**src/rtl/baud_frac_gen_pkg.sv**
```systemverilog
package baud_frac_gen_pkg;

    // control-register field positions decoded by the register stage
    localparam int RUN_BIT = 15;
    localparam int FEN_BIT = 9;

    typedef enum logic [1:0] {
        SEL_CTRL   = 2'd0,
        SEL_FRAC   = 2'd1,
        SEL_RELOAD = 2'd2
    } wsel_e;

endpackage

```
**src/rtl/baud_regs.sv**
```systemverilog
module baud_regs
    import baud_frac_gen_pkg::*;
#(
    parameter int DATA_W   = 16,
    parameter int FRAC_W   = 9,
    parameter int RELOAD_W = 16
) (
    input  logic                clk,
    input  logic                rst_n,
    input  logic                wr_en,
    input  logic [1:0]          wr_sel,
    input  logic [DATA_W-1:0]   wr_data,
    output logic                run_o,
    output logic                fen_o,
    output logic [FRAC_W-1:0]   frac_o,
    output logic [RELOAD_W-1:0] reload_o
);

    typedef struct packed {
        logic                run;
        logic                fen;
        logic [FRAC_W-1:0]   frac;
        logic [RELOAD_W-1:0] reload;
    } regs_t;

    regs_t st_d, st_q;

    always_comb begin
        st_d = st_q;
        if (wr_en) begin
            case (wsel_e'(wr_sel))
                SEL_CTRL: begin
                    st_d.run = wr_data[RUN_BIT];
                    if (!st_q.run) st_d.fen = wr_data[FEN_BIT];
                end
                SEL_FRAC: begin
                    if (!st_q.run) st_d.frac = wr_data[FRAC_W-1:0];
                end
                SEL_RELOAD: begin
                    if (!st_q.run) st_d.reload = wr_data[RELOAD_W-1:0];
                end
                default: ;
            endcase
        end
    end

    always_ff @(posedge clk or negedge rst_n) begin
        if (!rst_n) st_q <= '0;
        else        st_q <= st_d;
    end

    assign run_o    = st_q.run;
    assign fen_o    = st_q.fen;
    assign frac_o   = st_q.frac;
    assign reload_o = st_q.reload;

endmodule

```
**src/rtl/baud_frac_acc.sv**
```systemverilog
module baud_frac_acc #(
    parameter int FRAC_W = 9
) (
    input  logic              clk,
    input  logic              rst_n,
    input  logic              run_i,
    input  logic              fen_i,
    input  logic [FRAC_W-1:0] frac_i,
    output logic              step_o
);

    localparam logic [FRAC_W:0] FULL = {1'b1, {FRAC_W{1'b0}}};

    typedef struct packed {
        logic [FRAC_W-1:0] acc;
    } acc_t;

    acc_t            st_d, st_q;
    logic [FRAC_W:0] addend;
    logic [FRAC_W:0] sum;

    always_comb begin
        st_d   = st_q;
        addend = (frac_i == '0) ? FULL : {1'b0, frac_i};
        sum    = {1'b0, st_q.acc} + addend;
        step_o = 1'b0;
        if (!run_i) begin
            st_d.acc = '0;
        end else if (!fen_i) begin
            st_d.acc = '0;
            step_o   = 1'b1;
        end else begin
            st_d.acc = sum[FRAC_W-1:0];
            step_o   = sum[FRAC_W];
        end
    end

    always_ff @(posedge clk or negedge rst_n) begin
        if (!rst_n) st_q <= '0;
        else        st_q <= st_d;
    end

endmodule

```
**src/rtl/baud_reload_cnt.sv**
```systemverilog
module baud_reload_cnt #(
    parameter int RELOAD_W = 16
) (
    input  logic                clk,
    input  logic                rst_n,
    input  logic                run_i,
    input  logic                step_i,
    input  logic [RELOAD_W-1:0] reload_i,
    output logic                fire_o,
    output logic                os_tick_o
);

    typedef struct packed {
        logic [RELOAD_W-1:0] cnt;
        logic                tick;
    } cnt_t;

    cnt_t st_d, st_q;

    always_comb begin
        st_d      = st_q;
        st_d.tick = 1'b0;
        fire_o    = 1'b0;
        if (!run_i) begin
            st_d.cnt = '0;
        end else if (step_i) begin
            if (st_q.cnt == '0) begin
                fire_o    = 1'b1;
                st_d.tick = 1'b1;
                st_d.cnt  = reload_i;
            end else begin
                st_d.cnt = st_q.cnt - 1'b1;
            end
        end
    end

    always_ff @(posedge clk or negedge rst_n) begin
        if (!rst_n) st_q <= '0;
        else        st_q <= st_d;
    end

    assign os_tick_o = st_q.tick;

endmodule

```
**src/rtl/baud_os_div.sv**
```systemverilog
module baud_os_div #(
    parameter int OS_RATIO = 16
) (
    input  logic clk,
    input  logic rst_n,
    input  logic run_i,
    input  logic fire_i,
    output logic bit_tick_o
);

    localparam int              DIV_W = $clog2(OS_RATIO);
    localparam logic [DIV_W-1:0] LAST = DIV_W'(OS_RATIO - 1);

    typedef struct packed {
        logic [DIV_W-1:0] cnt;
        logic             tick;
    } div_t;

    div_t st_d, st_q;

    always_comb begin
        st_d      = st_q;
        st_d.tick = 1'b0;
        if (!run_i) begin
            st_d.cnt = '0;
        end else if (fire_i) begin
            if (st_q.cnt == '0) begin
                st_d.tick = 1'b1;
                st_d.cnt  = LAST;
            end else begin
                st_d.cnt = st_q.cnt - 1'b1;
            end
        end
    end

    always_ff @(posedge clk or negedge rst_n) begin
        if (!rst_n) st_q <= '0;
        else        st_q <= st_d;
    end

    assign bit_tick_o = st_q.tick;

endmodule

```
**src/rtl/baud_frac_gen.sv**
```systemverilog
module baud_frac_gen #(
    parameter int DATA_W   = 16,
    parameter int FRAC_W   = 9,
    parameter int RELOAD_W = 16,
    parameter int OS_RATIO = 16
) (
    input  logic              clk,
    input  logic              rst_n,
    input  logic              wr_en,
    input  logic [1:0]        wr_sel,
    input  logic [DATA_W-1:0] wr_data,
    output logic              os_tick,
    output logic              bit_tick
);

    logic                run_q;
    logic                fen_q;
    logic [FRAC_W-1:0]   frac_q;
    logic [RELOAD_W-1:0] reload_q;
    logic                step;
    logic                fire;

    baud_regs #(
        .DATA_W  (DATA_W),
        .FRAC_W  (FRAC_W),
        .RELOAD_W(RELOAD_W)
    ) regs_i (
        .clk     (clk),
        .rst_n   (rst_n),
        .wr_en   (wr_en),
        .wr_sel  (wr_sel),
        .wr_data (wr_data),
        .run_o   (run_q),
        .fen_o   (fen_q),
        .frac_o  (frac_q),
        .reload_o(reload_q)
    );

    baud_frac_acc #(.FRAC_W(FRAC_W)) acc_i (
        .clk   (clk),
        .rst_n (rst_n),
        .run_i (run_q),
        .fen_i (fen_q),
        .frac_i(frac_q),
        .step_o(step)
    );

    baud_reload_cnt #(.RELOAD_W(RELOAD_W)) cnt_i (
        .clk      (clk),
        .rst_n    (rst_n),
        .run_i    (run_q),
        .step_i   (step),
        .reload_i (reload_q),
        .fire_o   (fire),
        .os_tick_o(os_tick)
    );

    baud_os_div #(.OS_RATIO(OS_RATIO)) div_i (
        .clk       (clk),
        .rst_n     (rst_n),
        .run_i     (run_q),
        .fire_i    (fire),
        .bit_tick_o(bit_tick)
    );

endmodule

```
**config.mk**
```make
export PLATFORM = sky130hd
export DESIGN_NAME = baud_frac_gen
export DESIGN_NICKNAME = d
export VERILOG_FILES = /design/src/rtl/baud_frac_gen_pkg.sv /design/src/rtl/baud_regs.sv /design/src/rtl/baud_frac_acc.sv /design/src/rtl/baud_reload_cnt.sv /design/src/rtl/baud_os_div.sv /design/src/rtl/baud_frac_gen.sv
export SDC_FILE = /design/constraint.sdc
export NUM_CORES = 1
export LEC_CHECK = 0
export ABC_AREA = 1
export BUFFER_PORTS_ARGS = -buffer_cell sky130_fd_sc_hd__buf_2
export CAP_MARGIN = 10
export CORE_MARGIN = 2
export CORE_UTILIZATION = 62
export CTS_BUF_LIST = sky130_fd_sc_hd__clkbuf_4
export DETAILED_ROUTE_END_ITERATION = 6
export HOLD_SLACK_MARGIN = 0.08
export MAX_ROUTING_LAYER = met4
export PLACE_DENSITY = 0.93
export SETUP_SLACK_MARGIN = 0.3
export SYNTH_ARGS = -nofsm -noshare
export SYNTH_HDL_FRONTEND = slang
export SYNTH_SLANG_ARGS = --single-unit
```
**constraint.sdc**
```tcl
create_clock -name clk -period 2.7 [get_ports clk]
set_clock_uncertainty 0.05 [all_clocks]
set_input_delay 0.675 -clock clk [delete_from_list [all_inputs] [get_ports clk]]
set_output_delay 0.675 -clock clk [all_outputs]
set_load 0.02 [all_outputs]
```
; Yosys cells after proc, flatten, opt, wreduce, memory -nomap -nowiden
; Cells that the tools add are included.
[totals]
latchBits = 0
word_cells = 42
mem_bits_rw = 0
register_bits = 58
output_inout_bits = 2
rom_bits = 0
memories = 0
[op_classes]
n_lt_le_gt_ge = 0
n_reduce_logical = 8
addsub = 3
mux = 17
div_mod_pow = 0
bitwise = 1
n_shift = 0
mul = 0
n_eq_ne = 4
[op_table]
columns = operator, count
row1 = $mux 16, 2
row2 = $mux 9, 2
row3 = $mux 17, 1
row4 = $logic_not 16->1, 1
row5 = $sub 16x1->16 const B, 1
row6 = $add 9x10->10, 1
row7 = $mux 10, 1
row8 = $logic_not 9->1, 1
row9 = $reduce_and 3->1, 3
row10 = $mux 1, 8
row11 = $mux 4, 2
row12 = $mux 5, 1
row13 = $logic_not 4->1, 1
row14 = $ne 2x1->1 const B, 2
row15 = $sub 4x1->4 const B, 1
row16 = $eq 2x1->1 const B, 1
row17 = $eq 2x2->1 const B, 1
row18 = $logic_not 2->1, 1
row19 = $reduce_and 2->1, 1
row20 = $not 1->1, 1

; Longest topological paths before layout
[depth]
depth_word = 9
ltp_mapped = 15
depth_no_buf = 13

; Cells and area by module
; From an unflattened synthesis, not the netlist that was laid out.
[hier_totals]
cells_unflattened = 506
area_unflattened_um2 = 3659.8
[modules_own_cells]
columns = mod, n_inst, cells_per_inst, area_per_inst_um2, seq_area_each_um2
row1 = baud_reload_cnt, 1, 232, 1507.7, 425.4
row2 = baud_regs, 1, 124, 1109.8, 675.6
row3 = baud_frac_acc, 1, 117, 772.0, 225.2
row4 = baud_os_div, 1, 33, 270.3, 125.1

; Worst setup path before layout
; No wires, ideal clock.
[synth_timing]
path_kind = register -> register
start = register regs_i.st_q (netlist bit regs_i.frac_o[2])
end = register cnt_i.st_q[11] (netlist name)
path_stages_with_launch = 16
setup_time_ns = 0.116
setup_slack_ns = 0.772
arrival_ns = 1.762
path_cell_list = dfrtp_1 -> clkbuf_1 -> ha_1 -> nand2_1 -> nand2_1 -> nand2_1 -> nand2_1 -> nand2_1 -> nand3_1 -> nand2_1 -> nand3_4 -> nand2_1 -> inv_2 -> buf_4 -> nand2_1 -> nand2_1
[synth_via]
elab_chain_cells = 6
[synth_rtl]
columns = item, line_no
row1 = start: declaration, baud_regs.sv:26  ; regs_t st_d, st_q;
row2 = start signal: assignment, baud_regs.sv:49  ; else st_q <= st_d;
row3 = $logic_not 9->1, baud_frac_acc.sv:24  ; addend = (frac_i == '0) ? FULL : {1'b0, frac_i};
row4 = $mux 10 *, baud_frac_acc.sv:24
row5 = $add 9x10->10 *, baud_frac_acc.sv:25  ; sum = {1'b0, st_q.acc} + addend;
row6 = $mux 1 *, baud_frac_acc.sv:29  ; end else if (!fen_i) begin
row7 = $mux 1 *, baud_frac_acc.sv:27  ; if (!run_i) begin
row8 = $ne 2x1->1 (no source line) *, -
row9 = end signal: assignment, baud_reload_cnt.sv:39  ; else st_q <= st_d;
row10 = end: declaration, baud_reload_cnt.sv:18  ; cnt_t st_d, st_q;
; Every way passes the cells marked *; elsewhere a longest branch is shown, timed or not.
; A chain may end at the register's enable or synchronous reset.

; Final worst setup path
[layout_timing]
start = register cnt_i.st_q[1] (netlist name)
end = register div_i.st_q[1] (netlist name)
[layout_via]
elab_chain_cells = 5
[layout_rtl]
columns = item, line_no
row1 = $logic_not 16->1, baud_reload_cnt.sv:27  ; if (st_q.cnt == '0) begin
row2 = $mux 1, baud_reload_cnt.sv:27
row3 = $mux 1, baud_reload_cnt.sv:26  ; end else if (step_i) begin
row4 = $mux 1, baud_reload_cnt.sv:24  ; if (!run_i) begin
row5 = $ne 2x1->1 (no source line), -
row6 = end signal: assignment, baud_os_div.sv:38  ; else st_q <= st_d;
row7 = end: declaration, baud_os_div.sv:19  ; div_t st_d, st_q;
; Every way passes these cells.

==> impl_metrics.sql <==
INSERT INTO impl_metrics (metric_group, metric, value, unit) VALUES
('floorplanning', 'placementRows', '26', ''),
('synthesis', 'seq_area_frac_synth', '0.451', ''),
('route', 'ant_nets', '0', ''),
('pwr', 'p_sw_frac', '0.467', ''),
('route', 'detailedRoute.firstPassIterationCount', '5', ''),
('clock_tree', 'clock_slew_seen_by_the_registers_of_the_worst_setup_and_hold_paths', '0.10', 'ns'),
('finish', 'stdcell_area', '3450', 'sq um'),
('finish', 'layout.cells.most_common', 'nand2_1', ''),
('route', 'finalWirelength', '6370', 'um'),
('sta', 'setup_viol', '0', ''),
('synthesis', 'mean_area_per_synthesized_cell', '7.80', 'sq um'),
('finish', 'layout.core_utilization', '0.680', ''),
('finish', 'layout-drive-gt1-share', '0.131', ''),
('clock_tree', 'clkLatencyLatePin', '0.42', 'ns'),
('pwr', 'vdd_drop_max', '0.503', 'mV'),
('place', 'dp_slack', '0.566', 'ns'),
('finish', 'sequential_cell_area', '1450', 'sq um'),
('route', 'drt_iter0_drc', '180', ''),
('outcome', 'status', 'finished, final reports clean', ''),
('clock_tree', 'post-cts-setup-buffer-count', '0', ''),
('sta', 'relSlewSlack', '0.520', ''),
('hold_path', 'hold_class', 'in2async', ''),
('clock_tree', 'cts_root_buffer', 'clkbuf_4', ''),
('floorplanning', 'die-width', '76.1', 'um'),
('clock_tree', 'cts.sinks', '58', ''),
('pwr', 'p_comb_frac', '0.498', ''),
('floorplanning', 'die_area', '5790', 'sq um'),
('sta', 'final.period_utilization', '0.805', ''),
('route', 'via_per_inst', '5.38', ''),
('synthesis', 'syn-num-nets', '446', ''),
('synthesis', 'synth.top_cell.area_share', '0.451', ''),
('place', 'post_placement_cell_count', '490', ''),
('synthesis', 'syn-cell-area', '3220', 'sq um'),
('floorplanning', 'io_pins', '23', ''),
('synthesis', 'synth_top_flop_cell', 'dfrtp_1', ''),
('finish', 'nNetsFinal', '464', ''),
('sta', 'fin_tns_setup', '0', 'ns'),
('place', 'gp_congestion', '0.934', ''),
('sta', 'postLayoutSetupSlackWorst', '0.528', 'ns'),
('finish', 'area_of_combinational_cells_with_multiple_inputs', '1490', 'sq um'),
('finish', 'most-common-layout-cells', 'nand2_1, dfrtp_1, inv_1', ''),
('clock_tree', 'cts_made_buffers', '9', ''),
('critical_path', 'critPathRequiredTime', '2.95', 'ns'),
('synthesis', 'ys_types', '33', ''),
('critical_path', 'setup.worst_path.start_class', 'flip-flop', ''),
('critical_path', 'path_cells', 'inv_1, ha_1, inv_1, nor2_1, nand3_1, nor2_2, nand3_2, nor3_4, nand3_4, nand3_1, nand2_1', ''),
('finish', 'syn2layout_area_growth', '7.27', '%'),
('synthesis', 'synth_warnings', '0', ''),
('route', 'drc', '0', ''),
('critical_path', 'setup.worst_path.class', 'reg2reg', ''),
('critical_path', 'cp_data_arrival_time', '2.42', 'ns'),
('pwr', 'p_sw', '1.76', 'mW'),
('synthesis', 'synthArstFlopShare', '1.00', ''),
('clock_tree', 'max-clock-path-buffers', '2', ''),
('sta', 'rsz0062_at_grt', 'no', ''),
('clock_tree', 'ctsHtreeMaxLevel', '3', ''),
('pwr', 'power.density', '1090', 'nW/um^2'),
('sta', 'finalMaxSlewViolations', '0', ''),
('critical_path', 'setup.worst_path.end_class', 'flip-flop', ''),
('pwr', 'total_leakage_power', '1.87', 'nW'),
('pwr', 'sequentialPowerShare', '0.360', ''),
('synthesis', 'area_contributors_post_synth', 'dfrtp_1, nand2_1, inv_1', ''),
('route', 'avgRoutedWirePerCell', '12.6', 'um'),
('global_route', 'first_global_vias', '2626', ''),
('global_route', 'wire_length_of_the_first_global_routing_pass', '11300', 'um'),
('critical_path', 'timing.critical_path.slowest_cell_delay', '0.41', 'ns'),
('sta', 'clock.fmax', '460', 'MHz'),
('place', 'placedInstanceArea', '3340', 'sq um'),
('synthesis', 'yosys.area.top_type', 'dfrtp_1', ''),
('run', 'cap_violations', '0', ''),
('global_route', 'overflow', '0', '');
[power by group through the flow]
stage / logic (mW) / registers (mW) / clock network (mW)
3_5_place_dp: 1.85 / 1.37 / 0
2_1_floorplan: 1.58 / 1.29 / 0
4_1_cts: 1.86 / 1.35 / 0.544
3_3_place_gp: 1.76 / 1.36 / 0
6_report: 1.87 / 1.35 / 0.533
5_1_grt: 2.16 / 1.39 / 0.586
[cells by family after synthesis]
logic type / Yosys count / share of synthesized area
and+or+nand+nor: 203 / 0.277
buffers and inverters: 68 / 0.0871
DFF: 58 / 0.451
AOI/OAI and AO/OA: 57 / 0.0913
adders and majority gates: 12 / 0.0490
xor gates and xnor gates: 10 / 0.0272
muxes: 5 / 0.0175
[state kept, by name (all words and copies together) (netlist names)]
name and cells:
div_i.bit_tick_o 1, acc_i.st_q 9, regs_i.frac_o 9, div_i.st_q 4, cnt_i.st_q 16, regs_i.reload_o 16, regs_i.fen_o 1, regs_i.run_o 1
cnt_i.os_tick_o 1
[critical path, delay by kind of cell (launching register included)]
family,cells,cell delay [ns]
fa+ha+maj,1,0.15
buf+inv,2,0.13
flops,1,0.41
simple gates,8,1.30
[area by class of cell]
cell class	instances	share of cell area
Multi-Input combinational cell	287	0.431
Sequential cell	58	0.420
Inverter	51	0.0558
Timing Repair Buffer	24	0.0362
Clock buffer	12	0.0261
Tap cell	70	0.0254
Clock inverter	4	0.00543
[Yosys cell counts, types with 2 or more instances]
cell type / n
a21oi_1: 17
a31oi_1: 2
buf_4: 2
buf_6: 2
clkbuf_1: 12
dfrtp_1: 58
ha_1: 11
inv_1: 49
mux2_2: 5
nand2_1: 126
nand3_1: 23
nand3_4: 2
nand4_1: 6
nor2_1: 30
nor2_2: 3
nor3_1: 5
o21ai_0: 36
xnor2_1: 4
xor2_1: 6
[layer usage]
metal  global-route usage  vias up  share of wire
li1                     -     1359              -
met1                0.302     1286           0.45
met2                0.420       65           0.49
met3               0.0664       12          0.045
met4               0.0891        0          0.014
met5                    -        -              0
[worst paths after layout]
check / start / end / slack [ns] / cells past startpoint
max in group asynchronous: rst_n / div_i.bit_tick_o$_DFF_PN0_ / 1.78 / 2
worst min-delay path: rst_n / regs_i.reload_o[10]$_DFFE_PN0P_ / 0.34 / 2
worst max-delay path: cnt_i.st_q[1]$_DFFE_PN0P_ / div_i.st_q[1]$_DFFE_PN0P_ / 0.53 / 11
worst max register to register: cnt_i.st_q[1]$_DFFE_PN0P_ / div_i.st_q[1]$_DFFE_PN0P_ / 0.53 / 11
min in group clk: wr_data[15] / regs_i.run_o$_DFFE_PN0P_ / 0.43 / 3
worst min register to register: regs_i.reload_o[2]$_DFFE_PN0P_ / regs_i.reload_o[2]$_DFFE_PN0P_ / 0.44 / 2
Power figures use the tool's default switching activity.
